### src/rtl/wp_stat_pkg.sv
package wp_stat_pkg;

  typedef enum logic [2:0] {
    KIND_POT_VOL = 3'd0,
    KIND_POT_NV  = 3'd1,
    KIND_MEM     = 3'd2,
    KIND_REG_VOL = 3'd3,
    KIND_REG_NV  = 3'd4
  } wr_kind_e;

  localparam int unsigned REG_W    = 8;
  localparam int unsigned WEL_BIT  = 1;
  localparam int unsigned RWEL_BIT = 2;
  localparam int unsigned BL_LO    = 3;
  localparam int unsigned BL_HI    = 4;
  localparam int unsigned BL_W     = BL_HI - BL_LO + 1;

  localparam logic [REG_W-1:0] CMD_SET_WEL  = 8'h02;
  localparam logic [REG_W-1:0] CMD_SET_RWEL = 8'h06;

endpackage

### src/rtl/wp_unlock_seq.sv
module wp_unlock_seq
  import wp_stat_pkg::*;
(
  input  logic             clk_i,
  input  logic             rst_ni,
  input  logic             wp_i,
  input  logic             wr_i,
  input  logic [REG_W-1:0] wdata_i,
  output logic             wel_o,
  output logic             rwel_o,
  output logic [BL_W-1:0]  bl_o
);

  logic            wel_q, rwel_q;
  logic [BL_W-1:0] bl_q;

  always_ff @(posedge clk_i or negedge rst_ni) begin
    if (!rst_ni) begin
      wel_q  <= 1'b0;
      rwel_q <= 1'b0;
      bl_q   <= '0;
    end else if (wr_i) begin
      if (rwel_q) begin
        // armed: this byte is the register load
        wel_q  <= wdata_i[WEL_BIT];
        rwel_q <= 1'b0;
        if (!wp_i) bl_q <= wdata_i[BL_HI:BL_LO];
      end else if (wdata_i == CMD_SET_WEL) begin
        wel_q <= 1'b1;
      end else if (wdata_i == CMD_SET_RWEL && wel_q) begin
        rwel_q <= 1'b1;
      end
    end
  end

  assign wel_o  = wel_q;
  assign rwel_o = rwel_q;
  assign bl_o   = bl_q;

endmodule

### src/rtl/wp_lock_range.sv
module wp_lock_range
  import wp_stat_pkg::*;
#(
  parameter int unsigned ADDR_W = 9
) (
  input  logic [BL_W-1:0]   bl_i,
  input  logic [ADDR_W-1:0] addr_i,
  output logic              locked_o
);

  localparam int unsigned DEPTH = 1 << ADDR_W;
  localparam logic [ADDR_W-1:0] QTR_BASE  = ADDR_W'(DEPTH - DEPTH / 4);
  localparam logic [ADDR_W-1:0] HALF_BASE = ADDR_W'(DEPTH / 2);

  always_comb begin
    unique case (bl_i)
      2'b00:   locked_o = 1'b0;
      2'b01:   locked_o = (addr_i >= QTR_BASE);
      2'b10:   locked_o = (addr_i >= HALF_BASE);
      default: locked_o = 1'b1;
    endcase
  end

endmodule

### src/rtl/wp_permit_dec.sv
module wp_permit_dec
  import wp_stat_pkg::*;
(
  input  logic            wp_i,
  input  logic            wel_i,
  input  logic            rwel_i,
  input  logic [BL_W-1:0] bl_i,
  input  logic            in_lock_i,
  input  logic [2:0]      kind_i,
  output logic            permit_o
);

  logic lock_on;
  assign lock_on = |bl_i;

  always_comb begin
    unique case (kind_i)
      KIND_POT_VOL: permit_o = wel_i & ~lock_on;
      KIND_POT_NV:  permit_o = wel_i & ~lock_on & ~wp_i;
      KIND_MEM:     permit_o = wel_i & ~wp_i & ~in_lock_i;
      KIND_REG_VOL: permit_o = rwel_i;
      KIND_REG_NV:  permit_o = rwel_i & ~wp_i;
      default:      permit_o = 1'b0;
    endcase
  end

endmodule

### src/rtl/wp_stat_ctrl.sv
module wp_stat_ctrl
  import wp_stat_pkg::*;
#(
  parameter int unsigned ADDR_W = 9
) (
  input  logic              clk_i,
  input  logic              rst_ni,
  input  logic              wp_i,
  input  logic              reg_wr_i,
  input  logic [7:0]        reg_wdata_i,
  input  logic              reg_rd_i,
  output logic [7:0]        rd_data_o,
  output logic              rd_vld_o,
  input  logic [2:0]        req_kind_i,
  input  logic [ADDR_W-1:0] req_addr_i,
  output logic              permit_o
);

  logic            wel_q, rwel_q, in_lock;
  logic [BL_W-1:0] bl_q;
  logic [7:0]      stat_byte;

  wp_unlock_seq u_seq (
    .clk_i  (clk_i),
    .rst_ni (rst_ni),
    .wp_i   (wp_i),
    .wr_i   (reg_wr_i),
    .wdata_i(reg_wdata_i),
    .wel_o  (wel_q),
    .rwel_o (rwel_q),
    .bl_o   (bl_q)
  );

  wp_lock_range #(.ADDR_W(ADDR_W)) u_range (
    .bl_i    (bl_q),
    .addr_i  (req_addr_i),
    .locked_o(in_lock)
  );

  wp_permit_dec u_dec (
    .wp_i     (wp_i),
    .wel_i    (wel_q),
    .rwel_i   (rwel_q),
    .bl_i     (bl_q),
    .in_lock_i(in_lock),
    .kind_i   (req_kind_i),
    .permit_o (permit_o)
  );

  always_comb begin
    stat_byte = '0;
    stat_byte[WEL_BIT]     = wel_q;
    stat_byte[RWEL_BIT]    = rwel_q;
    stat_byte[BL_HI:BL_LO] = bl_q;
  end

  always_ff @(posedge clk_i or negedge rst_ni) begin
    if (!rst_ni) begin
      rd_data_o <= '0;
      rd_vld_o  <= 1'b0;
    end else begin
      rd_vld_o <= reg_rd_i;
      if (reg_rd_i) rd_data_o <= stat_byte;
    end
  end

endmodule

### config.mk
export PLATFORM = sky130hd
export DESIGN_NAME = wp_stat_ctrl
export DESIGN_NICKNAME = d
export VERILOG_FILES = /design/src/rtl/wp_stat_pkg.sv /design/src/rtl/wp_unlock_seq.sv /design/src/rtl/wp_lock_range.sv /design/src/rtl/wp_permit_dec.sv /design/src/rtl/wp_stat_ctrl.sv
export SDC_FILE = /design/constraint.sdc
export NUM_CORES = 1
export LEC_CHECK = 0
export BUFFER_PORTS_ARGS = -buffer_cell sky130_fd_sc_hd__buf_4
export CORE_AREA = 2 2 39 41
export DETAILED_ROUTE_END_ITERATION = 10
export DIE_AREA = 0 0 41 43
export PLACE_DENSITY = 0.72
export SYNTH_ARGS = -nofsm -noshare
export SYNTH_HDL_FRONTEND = slang
export SYNTH_SLANG_ARGS = --single-unit
### constraint.sdc
create_clock -name clk_i -period 1.5 [get_ports clk_i]
set_input_delay 0.15 -clock clk_i [delete_from_list [all_inputs] [get_ports clk_i]]
set_output_delay 0.15 -clock clk_i [all_outputs]
set_load 0.02 [all_outputs]
==> results summary, run 1 <==
The worst setup path is launched from a register. In this run the critical register-to-register path is launched from u_seq.rwel_o. The number of antenna repair diodes came out at 0. The via count of the first global-routing pass came out at 408. Traced cell by cell, the critical path runs through a211oi_2 > a21oi_1 > o41ai_1 > buf_4. The floorplan die height is 43 um. The total power after layout came out at 503 uW. The cell count of the worst hold path is 1. The commonest cells after synthesis are sky130_fd_sc_hd__dfrtp_1, sky130_fd_sc_hd__buf_4, sky130_fd_sc_hd__mux2_2, sky130_fd_sc_hd__inv_1, sky130_fd_sc_hd__nor2_1. The initialized floorplan defines 14 standard-cell rows. The slack of the worst reg-to-reg path is 0.34 ns. Summed over its instances, the top area cell type makes up 47.5% of the synthesized netlist area. The final global-route overflow total came out at 0.

Entering global routing, the biggest net connects 10 pins. The clock sink count came out at 9. The worst hold slack came out at 0.0391 ns. The count of nets left with antenna violations once routing finished came out at 0. TritonCTS built the clock tree. The wire length on met1 came out at 395 um. The area of the mapped netlist came out at 474 um2.

By area the synthesized netlist is led by sky130_fd_sc_hd__dfrtp_1, sky130_fd_sc_hd__mux2_2, sky130_fd_sc_hd__buf_4. The path class of the tightest hold or removal check is input pin to register. After detailed routing, no signal wire sits above met4. Across the routed clock network, the largest skew measured is 0.000588 ns. The endpoint kind of the worst setup timing path is an output port. Data on the critical path arrives at its endpoint at 1.35 ns. The number of filler cells placed in the layout is 131.

The detailed router's first-iteration violation count is 6. The most area-hungry cell type in the Yosys netlist is sky130_fd_sc_hd__dfrtp_1. The run finished with clean final reports. The launch point of the worst hold path is reg_rd_i. The most common cell in the synthesized netlist is sky130_fd_sc_hd__dfrtp_1. On the critical path, the stage with the largest delay is an instance of sky130_fd_sc_hd__dfrtp_1.

The total die area is 1760 um2. The static leakage power came out at 0.347 nW. The Yosys step of the flow raised 0 warnings.

Max-cap violations in this run came to 0. The total of flip-flops plus latches after synthesis came out at 9. Setup repair after global routing could not meet its margin everywhere. The wire length reported by the detailed router is 977 um. Summing over every cut layer, the via total after detailed routing is 414.

The number of cells on the worst reg-to-reg path came out at 3. The primary flip-flop cell chosen by synthesis mapping is sky130_fd_sc_hd__dfrtp_1. Measured on the finished design, the core utilization comes to 49.8%. The global-route usage over all layers came out at 14.4%. The weighted congestion reported at the end of routability-driven placement came out at 0.701. Clock latency on the worst-skew pair, taken at its later pin, is 0.26 ns.

Setup violations remaining at the end of the flow were counted as 0. The number of iterations in the first detailed-routing pass is 4. At the worst endpoint, the required time is 1.35 ns.

For this run, the top clock speed supported by timing is 668 MHz. The per-instance average area after synthesis is 11.0 um2. The fraction of final layout cells with drive strength greater than 1 is 52.9%. In this run the tool buffered the top-level ports with 23 buffer cells. Summed over all nets, the half-perimeter wirelength after detailed placement is 795 um.

The die is 41 um wide. Counting both buffers and inverters, the worst setup path holds a total of 1. For this run, design rule violations remaining after detail routing come to 0. The placed instance count came out at 81. The part of the Yosys area used for sequential elements is 47.5%. CTS built an H-tree with a depth of 1. IR analysis of the VDD net gives a maximum drop of 0.218 mV.

Once the floorplan was initialized, standard cells occupied 34.3% of the core. The ratio of final minimum period to clock period came out at 99.8%. The global-route wire length before repair came out at 1.64 mm.

The count of mapped cells out of synthesis is 43. Among cell families on the critical path, the largest total delay comes from compound AO/OA/AOI/OAI gates. The total length of routed met2 wires came out at 475 um. The max-slew violation total from the final report was 0. The final net count is 96. In this run, synthesis inferred 0 flip-flops with an integrated enable. The async set or reset register ratio after synthesis is 100%. The initial antenna violation count came out at 0.

Once layout is done, the placed cells without fillers occupy 689 um2. The worst hold path terminates at rd_vld_o. TritonCTS created 3 clock buffers. The endpoint identified for the worst register-to-register timing path is u_seq.bl_o[1]. The path type of the worst setup path is register to output port.

The number of setup buffers added after CTS is 0. Once layout is complete, the cells apart from fillers number 86. The I/O pin total came out at 35. The delay of the slowest cell on the worst path is 0.42 ns. The cell area after placement is 648 um2. The routed via count divided by cell count is 4.81. Dividing total power by cell area gives a power density of 730 nW/um2. The final-report hold violation count came out at 0. The area added between synthesis and finish came out at 45.4%.

The clock-pin slew on the worst setup and hold paths is 0.06 ns. The detailed-routed wire length on met3 is 70 um. The number of buffers on the longest clock path is 2. The routed design could run at a clock period as short as 1.50 ns.

Clock tree synthesis selected as its root buffer the cell sky130_fd_sc_hd__clkbuf_4. The biggest fanout along the worst timing path is 4. The average routed wire per standard cell is 11.4 um. In this run the standard cell core region covers 1380 um2.

The count of cell types in the netlist is 22.
[repair_timing]
| item | 4_1_cts | 5_1_grt |
|---|---|---|
| gates resized for setup | 1 | 0 |
| endpoints found under the setup margin | 1 | 1 |
| endpoints found under the hold margin | 9 | 0 |
| hold buffers | 1 | 0 |
| cloned | 0 | 0 |
[logic make-up (layout without fill, tap and decap cells)]
| logic type | count (synthesis) | after routing | share of synthesized area, % |
|---|---|---|---|
| simple gates | 11 | 11 | 13.2 |
| flops | 9 | 9 | 47.5 |
| compound gates | 8 | 8 | 11.6 |
| buf+inv | 7 | 31 | 8.71 |
| mux | 6 | 6 | 15.8 |
| fa+ha+maj | 1 | 1 | 2.37 |
| other cells | 1 | 4 | 0.791 |
[cell usage in the layout (no fill, tap or decap)]
cell,netlist,final
sky130_fd_sc_hd__a211oi_2,0,1
sky130_fd_sc_hd__a21oi_1,1,1
sky130_fd_sc_hd__buf_4,4,23
sky130_fd_sc_hd__clkbuf_1,0,1
sky130_fd_sc_hd__clkbuf_4,0,3
sky130_fd_sc_hd__conb_1,1,4
sky130_fd_sc_hd__dfrtp_1,9,9
sky130_fd_sc_hd__dlygate4sd3_1,0,1
sky130_fd_sc_hd__inv_1,3,3
sky130_fd_sc_hd__maj3_2,1,1
sky130_fd_sc_hd__mux2_2,4,4
sky130_fd_sc_hd__mux2_4,2,2
sky130_fd_sc_hd__nand2_1,1,1
sky130_fd_sc_hd__nand2_2,1,1
sky130_fd_sc_hd__nand3_1,2,2
sky130_fd_sc_hd__nor2_1,3,3
sky130_fd_sc_hd__nor4_1,1,1
sky130_fd_sc_hd__nor4b_1,1,1
sky130_fd_sc_hd__o21ai_0,2,2
sky130_fd_sc_hd__o21ai_1,1,1
sky130_fd_sc_hd__o221a_2,1,1
sky130_fd_sc_hd__o31ai_1,1,1
sky130_fd_sc_hd__o41ai_1,1,1
sky130_fd_sc_hd__or2_4,1,1
sky130_fd_sc_hd__or2b_1,1,1
[where the power goes]
group / leakage (nW) / internal [mW] / switching, mW
registers: 0.123 / 0.245 / 0.000683
logic: 0.209 / 0.0393 / 0.0342
clock network: 0.0150 / 0.102 / 0.0818
[cell type report]
cell class	count	area, um2	area share (%)
multi-input combinational	30	224	32.5
clock buffer	4	26.3	3.81
timing repair buffer	24	183	26.5
sequential	9	225	32.7
inverter	3	11.3	1.63
tap	16	20.0	2.90
[state kept, by name, indices dropped and copies added, names as in the netlist]
name	count
u_seq.bl_o	2
rd_data_o	4
u_seq.rwel_o	1
u_seq.wel_o	1
rd_vld_o	1
[routing by layer]
metal | GRT usage [%] | vias up
li1 | - | 199
met1 | 15.2 | 193
met2 | 21.6 | 18
met4 | 12.0 | 0
met5 | 0 | -
met3 | 4.71 | 4
[worst max path at each step]
stage                     depth (start not counted)          start  endpoint  slack, ns
after floorplan                                   3  u_seq.bl_o[1]  permit_o       0.03
after global placement                            4  u_seq.bl_o[1]  permit_o       0.27
after detailed placement                          4  u_seq.bl_o[1]  permit_o       0.26
after CTS                                         4  u_seq.bl_o[1]  permit_o      0.007
after global routing                              4  u_seq.bl_o[1]  permit_o      -0.09
final                                             4  u_seq.bl_o[1]  permit_o      0.002
[per-stage QoR]
| step | setup TNS [ns] | setup WS [ns] |
|---|---|---|
| 5_1_grt | -0.0859 | -0.0859 |
| 4_1_cts | 0 | 0.00655 |
| 6_report | 0 | 0.00232 |
| 3_3_place_gp | 0 | 0.272 |
| 3_5_place_dp | 0 | 0.263 |
| 2_1_floorplan | 0 | 0.0292 |
(Power assumes the default switching activity.)
==> run 2: changes to the inputs <==
- BUFFER_PORTS_ARGS: -buffer_cell sky130_fd_sc_hd__buf_4 -> -buffer_cell sky130_fd_sc_hd__buf_2
==> run 2 against run 1 <==
  * Final cell count up 1.2%
  * Sequential cell count unchanged
  * Maximum frequency up 1.7%
  * Critical path depth unchanged
  * Global-route usage down 2.6 points
  * Utilization down 3.6 points
  * Sequential share of layout area up 2.6 points
  * Clock skew about the same
  * Sequential power about the same
  * Die area unchanged
  * Critical endpoint unchanged
  * Largest cell class unchanged
==> results summary, run 2 (synthesized netlist as in run 1, its figures left out) <==
The number of nets with antenna violations after routing is 0. For the worst setup path, the data arrival time is 1.32 ns. Global routing used 19.1% of the available met2 tracks. The endpoint identified for the worst register-to-register timing path is u_seq.bl_o[0].

The average routed wire per standard cell is 10.7 um. The routed via count divided by cell count came out at 4.68. Global routing consumed, over all layers together, 11.7% of the routing resources. Once the floorplan was initialized, standard cells occupied 34.3% of the core. The critical path is of the register to output port type. The tree is rooted in a sky130_fd_sc_hd__clkbuf_4. Measured in cells, the most critical reg-to-reg path has a length of 3. The startpoint kind of the worst setup timing path is a register. The HPWL after detailed placement is 785 um. The final instance area is 639 um2. The number of antenna repair diodes came out at 0. The slack of the worst reg-to-reg path is 0.32 ns.

The horizontal die dimension came out at 41 um. The launch instance of the worst register-to-register path is u_seq.rwel_o. The clock sink count is 9. The most critical setup path has its endpoint at permit_o. The floorplan step set the die height to 43 um.

On the final layout, the worst clock skew is 0.00107 ns. The global-route wire length before repair came out at 1.35 mm. Row generation in the floorplan step produced 14 rows. The final cell utilization of the core is 46.2%. The first detailed-routing pass ran for 2 iterations. The layer flagged by global routing as most heavily used is met2.

Clock-pin slew was measured on the worst setup and hold paths at 0.06 ns. The endpoint kind of the worst setup timing path is an output port. The total die area came out at 1760 um2. In this run the static leakage power is 0.338 nW.

In the final design database the tool counted 97 nets. The delay of the slowest cell on the worst path came out at 0.42 ns. In the final layout, the share of cells above drive strength 1 is 53.5%.

The number of maximum-capacitance constraint violations is 0. The library cells used most frequently in the layout, excluding fill and tap cells, are sky130_fd_sc_hd__buf_2, sky130_fd_sc_hd__dfrtp_1, sky130_fd_sc_hd__mux2_2, sky130_fd_sc_hd__conb_1. The critical path runs through a total of 4 cells. The worst endpoint required time came out at 1.35 ns.

For this run, global-route usage on met3 was measured as 3.66%. The internal power consumption is 373 uW. The combinational cell fraction of total power came out at 12.3%. The weighted congestion reported at the end of routability-driven placement is 0.675. Setup repair after global routing could not meet its margin everywhere. The register with the most flip-flops in the final layout is rd_data_o. The register with the most flip-flops in the layout has 4 of them. The wire length reported by the detailed router is 933 um.

The number of buffers on the longest clock path is 2. The number of CTS-inserted buffers is 3. The total overflow left after global routing is 0. The met1 capacity usage during global routing came out at 12.9%. The time the final worst path needs with I/O delays and setup came out at 1.47 ns. The area of the core came out at 1380 um2.

The tightest min-delay check is of the input pin to register type. The run finished with clean final reports. The switching fraction of total power is 23.5%. During I/O placement, the number of pins put on the boundary was 35. The most common library cell in the layout ignoring fill and taps is sky130_fd_sc_hd__buf_2. TritonCTS built the clock tree.

The buffers plus inverters on the worst setup path is 1. The via count of the first global-routing pass is 354. The depth of the CTS H-tree came out at 1.

The ratio of final minimum period to clock period came out at 98.1%. The fraction of power consumed by sequential logic is 50.3%. The area added between synthesis and finish is 34.8%. The slowest stage of the critical path is the sky130_fd_sc_hd__dfrtp_1 cell.

The clock power share came out at 37.4%. In this run the most critical hold path is launched from reg_rd_i. The worst vdd rail ir drop is 0.311 mV. The switching power is 114 uW.

The number of setup violations in the final report came out at 0. The max-slew violation total from the final report is 0. Entering global routing, the biggest net connects 10 pins. The detailed router's first-iteration violation count is 2. The cell area power density came out at 762 nW/um2.

The clock latency on the worst-skew pair came out at 0.26 ns. The final-report hold violation count is 0. The highest clock rate came out at 679 MHz. The overall via count from detail_route is 407.

The initial antenna violation count came to 0. The most critical setup path has its startpoint at u_seq.bl_o[1]. The number of buffer cells added on primary ports is 23. The biggest fanout along the worst timing path came out at 4.

After detailed placement, the total cell area comes to 591 um2. Grouping stages by cell kind, the critical path spends the most delay in compound AO/OA/AOI/OAI gates. The signal on the critical path passes through a211oi_2 > a21oi_1 > o41ai_1 > buf_2. The DRC violation count after routing is 0.
[run 2: power by group through the flow]
stage               Combinational, mW  Clock [mW]  Sequential, mW
global route                   0.0664       0.200           0.245
floorplan                      0.0261           0           0.252
detailed placement             0.0565           0           0.249
CTS                            0.0600       0.190           0.245
global placement               0.0555           0           0.249
finish                         0.0597       0.182           0.245
[run 2: area by class of cell]
class	instances	area, um2
clock buffers	4	26.3
fillers	141	744
inverters	3	11.3
multi-input cells	30	224
flip-flops and latches	9	225
well taps	16	20.0
repair buffers	25	133
[run 2: routing by layer]
| layer | vias to the layer above | share of wire [%] | routed length, um |
|---|---|---|---|
| met5 | - | 0 | 0 |
| met4 | 0 | 2.0 | 19 |
| met3 | 2 | 7.4 | 69 |
| met2 | 15 | 47 | 442 |
| met1 | 185 | 43 | 401 |
| li1 | 205 | - | - |
[run 2: worst min path at each step]
stage,depth (start not counted),end
final,1,rd_vld_o
after global routing,1,rd_vld_o
after CTS,1,rd_vld_o
after detailed placement,1,u_seq.bl_o[1]
after global placement,1,u_seq.bl_o[1]
after floorplan,0,rd_data_o[1]
[run 2: per-stage QoR]
| step | total power [mW] | setup TNS [ns] | cells | hold slack, ns | setup WS (ns) |
|---|---|---|---|---|---|
| finish | 0.487 | 0 | 87 | 0.0793 | 0.0280 |
| global route | 0.511 | -0.0696 | 87 | 0.0768 | -0.0696 |
| CTS | 0.495 | -0.0101 | 86 | 0.0728 | -0.0101 |
| detailed placement | 0.306 | 0 | 81 | 0.00457 | 0.256 |
| global placement | 0.305 | 0 | 81 | 0.00373 | 0.279 |
| floorplan | 0.278 | 0 | 46 | -0.146 | 0.0292 |
[run 2: what timing repair did]
item	4_1_cts	5_1_grt
gates resized for setup	1	0
pin swaps	0	0
hold buffers	1	0
hold endpoints to repair	9	0
buffers inserted	0	1
endpoints found under the setup margin	1	1
==> run 3: changes to the inputs <==
- ABC_CLOCK_PERIOD_IN_PS: default -> 1500
- CORE_AREA: 2 2 39 41 -> default
- CORE_MARGIN: default -> 2
- CORE_UTILIZATION: default -> 30
- DIE_AREA: 0 0 41 43 -> default
- PLACE_DENSITY: 0.72 -> default
==> run 3 against run 2 <==
  * Final cell count down 1.1%
  * Design area decreased by 1.2%
  * Via count down 3.4%
  * Wire length grew 3.2%
  * Critical path depth is the same
  * Hold slack improved by 0.0058 ns
  * Global-route usage decreased by 0.90 points
  * Sequential power about the same
  * Largest power group unchanged
  * Highest routed layer is now met3
==> results summary, run 3 (synthesized netlist as in run 1, its figures left out) <==
The clock latency on the worst-skew pair is 0.25 ns. The biggest fanout along the worst timing path is 4. The worst setup path is of the register to output port kind. STA classifies the critical path startpoint as a register. The initial antenna violation count is 0. The die is 43.8 um wide. Dividing the detail-routed via count by the number of cells gives 4.57.

Wires add up to 963 um. Counting along the longest clock path gives a buffer depth of 2. For this run, the post-layout net count is 96. The area added between synthesis and finish came out at 33.2%. The worst setup path is captured at an output port. The placed instance count came out at 81. More flip-flops sit in one register than any other, and that register is rd_data_o. Setup repair after global routing could not meet its margin everywhere. The number of iterations in the first detailed-routing pass is 1. Leaving out fill and tap cells, the most frequent cell in the layout is sky130_fd_sc_hd__buf_2. The total negative slack for setup checks came out at 0 ns.

The critical path goes through a211oi_2 > a21oi_1 > o41ai_1 > buf_2. The HPWL after detailed placement is 816 um. The average routed wire per standard cell came out at 11.2 um. The number of CTS-inserted buffers is 3. The overall via count from detail_route came out at 393.

The clock drives 9 sinks. The worst hold path belongs to the class input pin to register. The buffers plus inverters on the worst setup path is 1.

Broken down by cell family, the worst path's largest delay share belongs to compound AO/OA/AOI/OAI gates. The depth of the CTS H-tree is 1. The cell area after placement came out at 591 um2.

The number of buffer cells added on primary ports is 23. The flow ran to the end, and the final reports show no timing, DRC or antenna violations. The first global-routing pass estimated 1.49 mm of wire. In the finished design, the share of the clock period the worst path needs comes to 99.5%.

The delay of the slowest cell on the worst path came out at 0.41 ns. The detailed router's first-iteration violation count is 0. The CTS tree is done.

The global-route usage over all layers is 10.8%. The area of the core came out at 1490 um2. The final global-route overflow total came out at 0. The count of cells in the finished layout, fillers not included, comes to 86. In this run the static leakage power is 0.332 nW.

The worst path needs 1.49 ns of the cycle, external delays included. After routing the design area is 632 um2. Entering global routing, the biggest net connects 10 pins. The floorplan die height came out at 43.8 um.

The number of antenna repair diodes came out at 0. The total power after layout is 481 uW. The number of setup violations in the final report came out at 0. The clock-pin slew on the worst setup and hold paths is 0.06 ns. The worst setup slack before clock tree synthesis came out at 0.233 ns. The number of maximum-capacitance constraint violations is 0. The largest clock skew in the final design is 0.00249 ns. The final-report hold violation count came out at 0. STA puts the critical path data required time at 1.35 ns. The I/O pin total is 35. The arrival time at the worst endpoint came out at 1.34 ns. The number of filler cells placed in the layout is 158. The worst vdd rail ir drop is 0.481 mV.

The starting density of the core came out at 31.8%. The worst hold slack came out at 0.0851 ns. The slowest stage of the critical path is the sky130_fd_sc_hd__dfrtp_1 cell. The footprint of the flip-flops and latches is 225 um2. The DRC violation count after routing came out at 0. The weighted congestion reported at the end of routability-driven placement is 0.720. The post-route netlist has 52.9% of its cells at a drive strength greater than 1. The number of standard-cell rows in the floorplan is 14.

In this run the clock root is driven by a sky130_fd_sc_hd__clkbuf_4. The number of nets with antenna violations after routing came out at 0. The multi-input gate area in the final layout is 224 um2. In the layout the commonest cells are sky130_fd_sc_hd__buf_2, sky130_fd_sc_hd__dfrtp_1, sky130_fd_sc_hd__mux2_2, sky130_fd_sc_hd__conb_1.

The cell area power density is 762 nW/um2. Cells fill 42.4% of the core in the end. The via count of the first global-routing pass is 385. The max-slew violation total from the final report came to 0. The register with the most flip-flops in the layout has 4 of them. The total die area came out at 1910 um2. The minimum setup slack in the final design is 0.00794 ns. For this run, the top clock speed supported by timing is 670 MHz.
==> run 3: metal layers <==
| metal | vias to the layer above | share of wire (%) | track usage (%) |
|---|---|---|---|
| li1 | 198 | - | - |
| met1 | 181 | 43 | 10.7 |
| met2 | 14 | 50 | 19.4 |
| met3 | 0 | 7.6 | 6.67 |
| met4 | 0 | 0 | 1.82 |
| met5 | - | 0 | 0 |
==> run 3: cell type report <==
cell class | instances | area share [%]
multi-input combinational | 30 | 35.4
tap | 16 | 3.17
inverter | 3 | 1.78
clock buffer | 4 | 4.16
sequential | 9 | 35.6
timing repair buffer | 24 | 19.8
==> run 3: repair_timing <==
action                                 in CTS  in global routing
hold buffers                                1                  0
endpoints found under the hold margin       9                  0
resized for setup                           1                  0
cloned                                      0                  0
buffers inserted                            0                  0
setup endpoints to repair                   1                  1
==> run 3: final timing paths <==
check	from	end	slack [ns]	depth (start not counted)
max	u_seq.bl_o[1]	permit_o	0.008	4
min	reg_rd_i	rd_vld_o	0.09	1
max reg2reg	u_seq.rwel_o	u_seq.bl_o[0]	0.35	3
min reg2reg	rd_data_o[4]	rd_data_o[4]	0.50	1
max in group asynchronous	rst_ni	rd_data_o[1]	1.06	2
min in group asynchronous	rst_ni	u_seq.bl_o[1]	0.27	2
==> run 3: worst register-to-register path: stages, from the launching register on <==
cell	delay [ns]
sky130_fd_sc_hd__dfrtp_1	0.43
sky130_fd_sc_hd__nand2_2	0.08
sky130_fd_sc_hd__or2_4	0.25
sky130_fd_sc_hd__mux2_4	0.29
==> run 3: power by group <==
part           internal, mW  switching [mW]  total [mW]
Clock                 0.102          0.0742       0.176
Sequential            0.245        0.000587       0.245
Combinational        0.0259          0.0341      0.0600
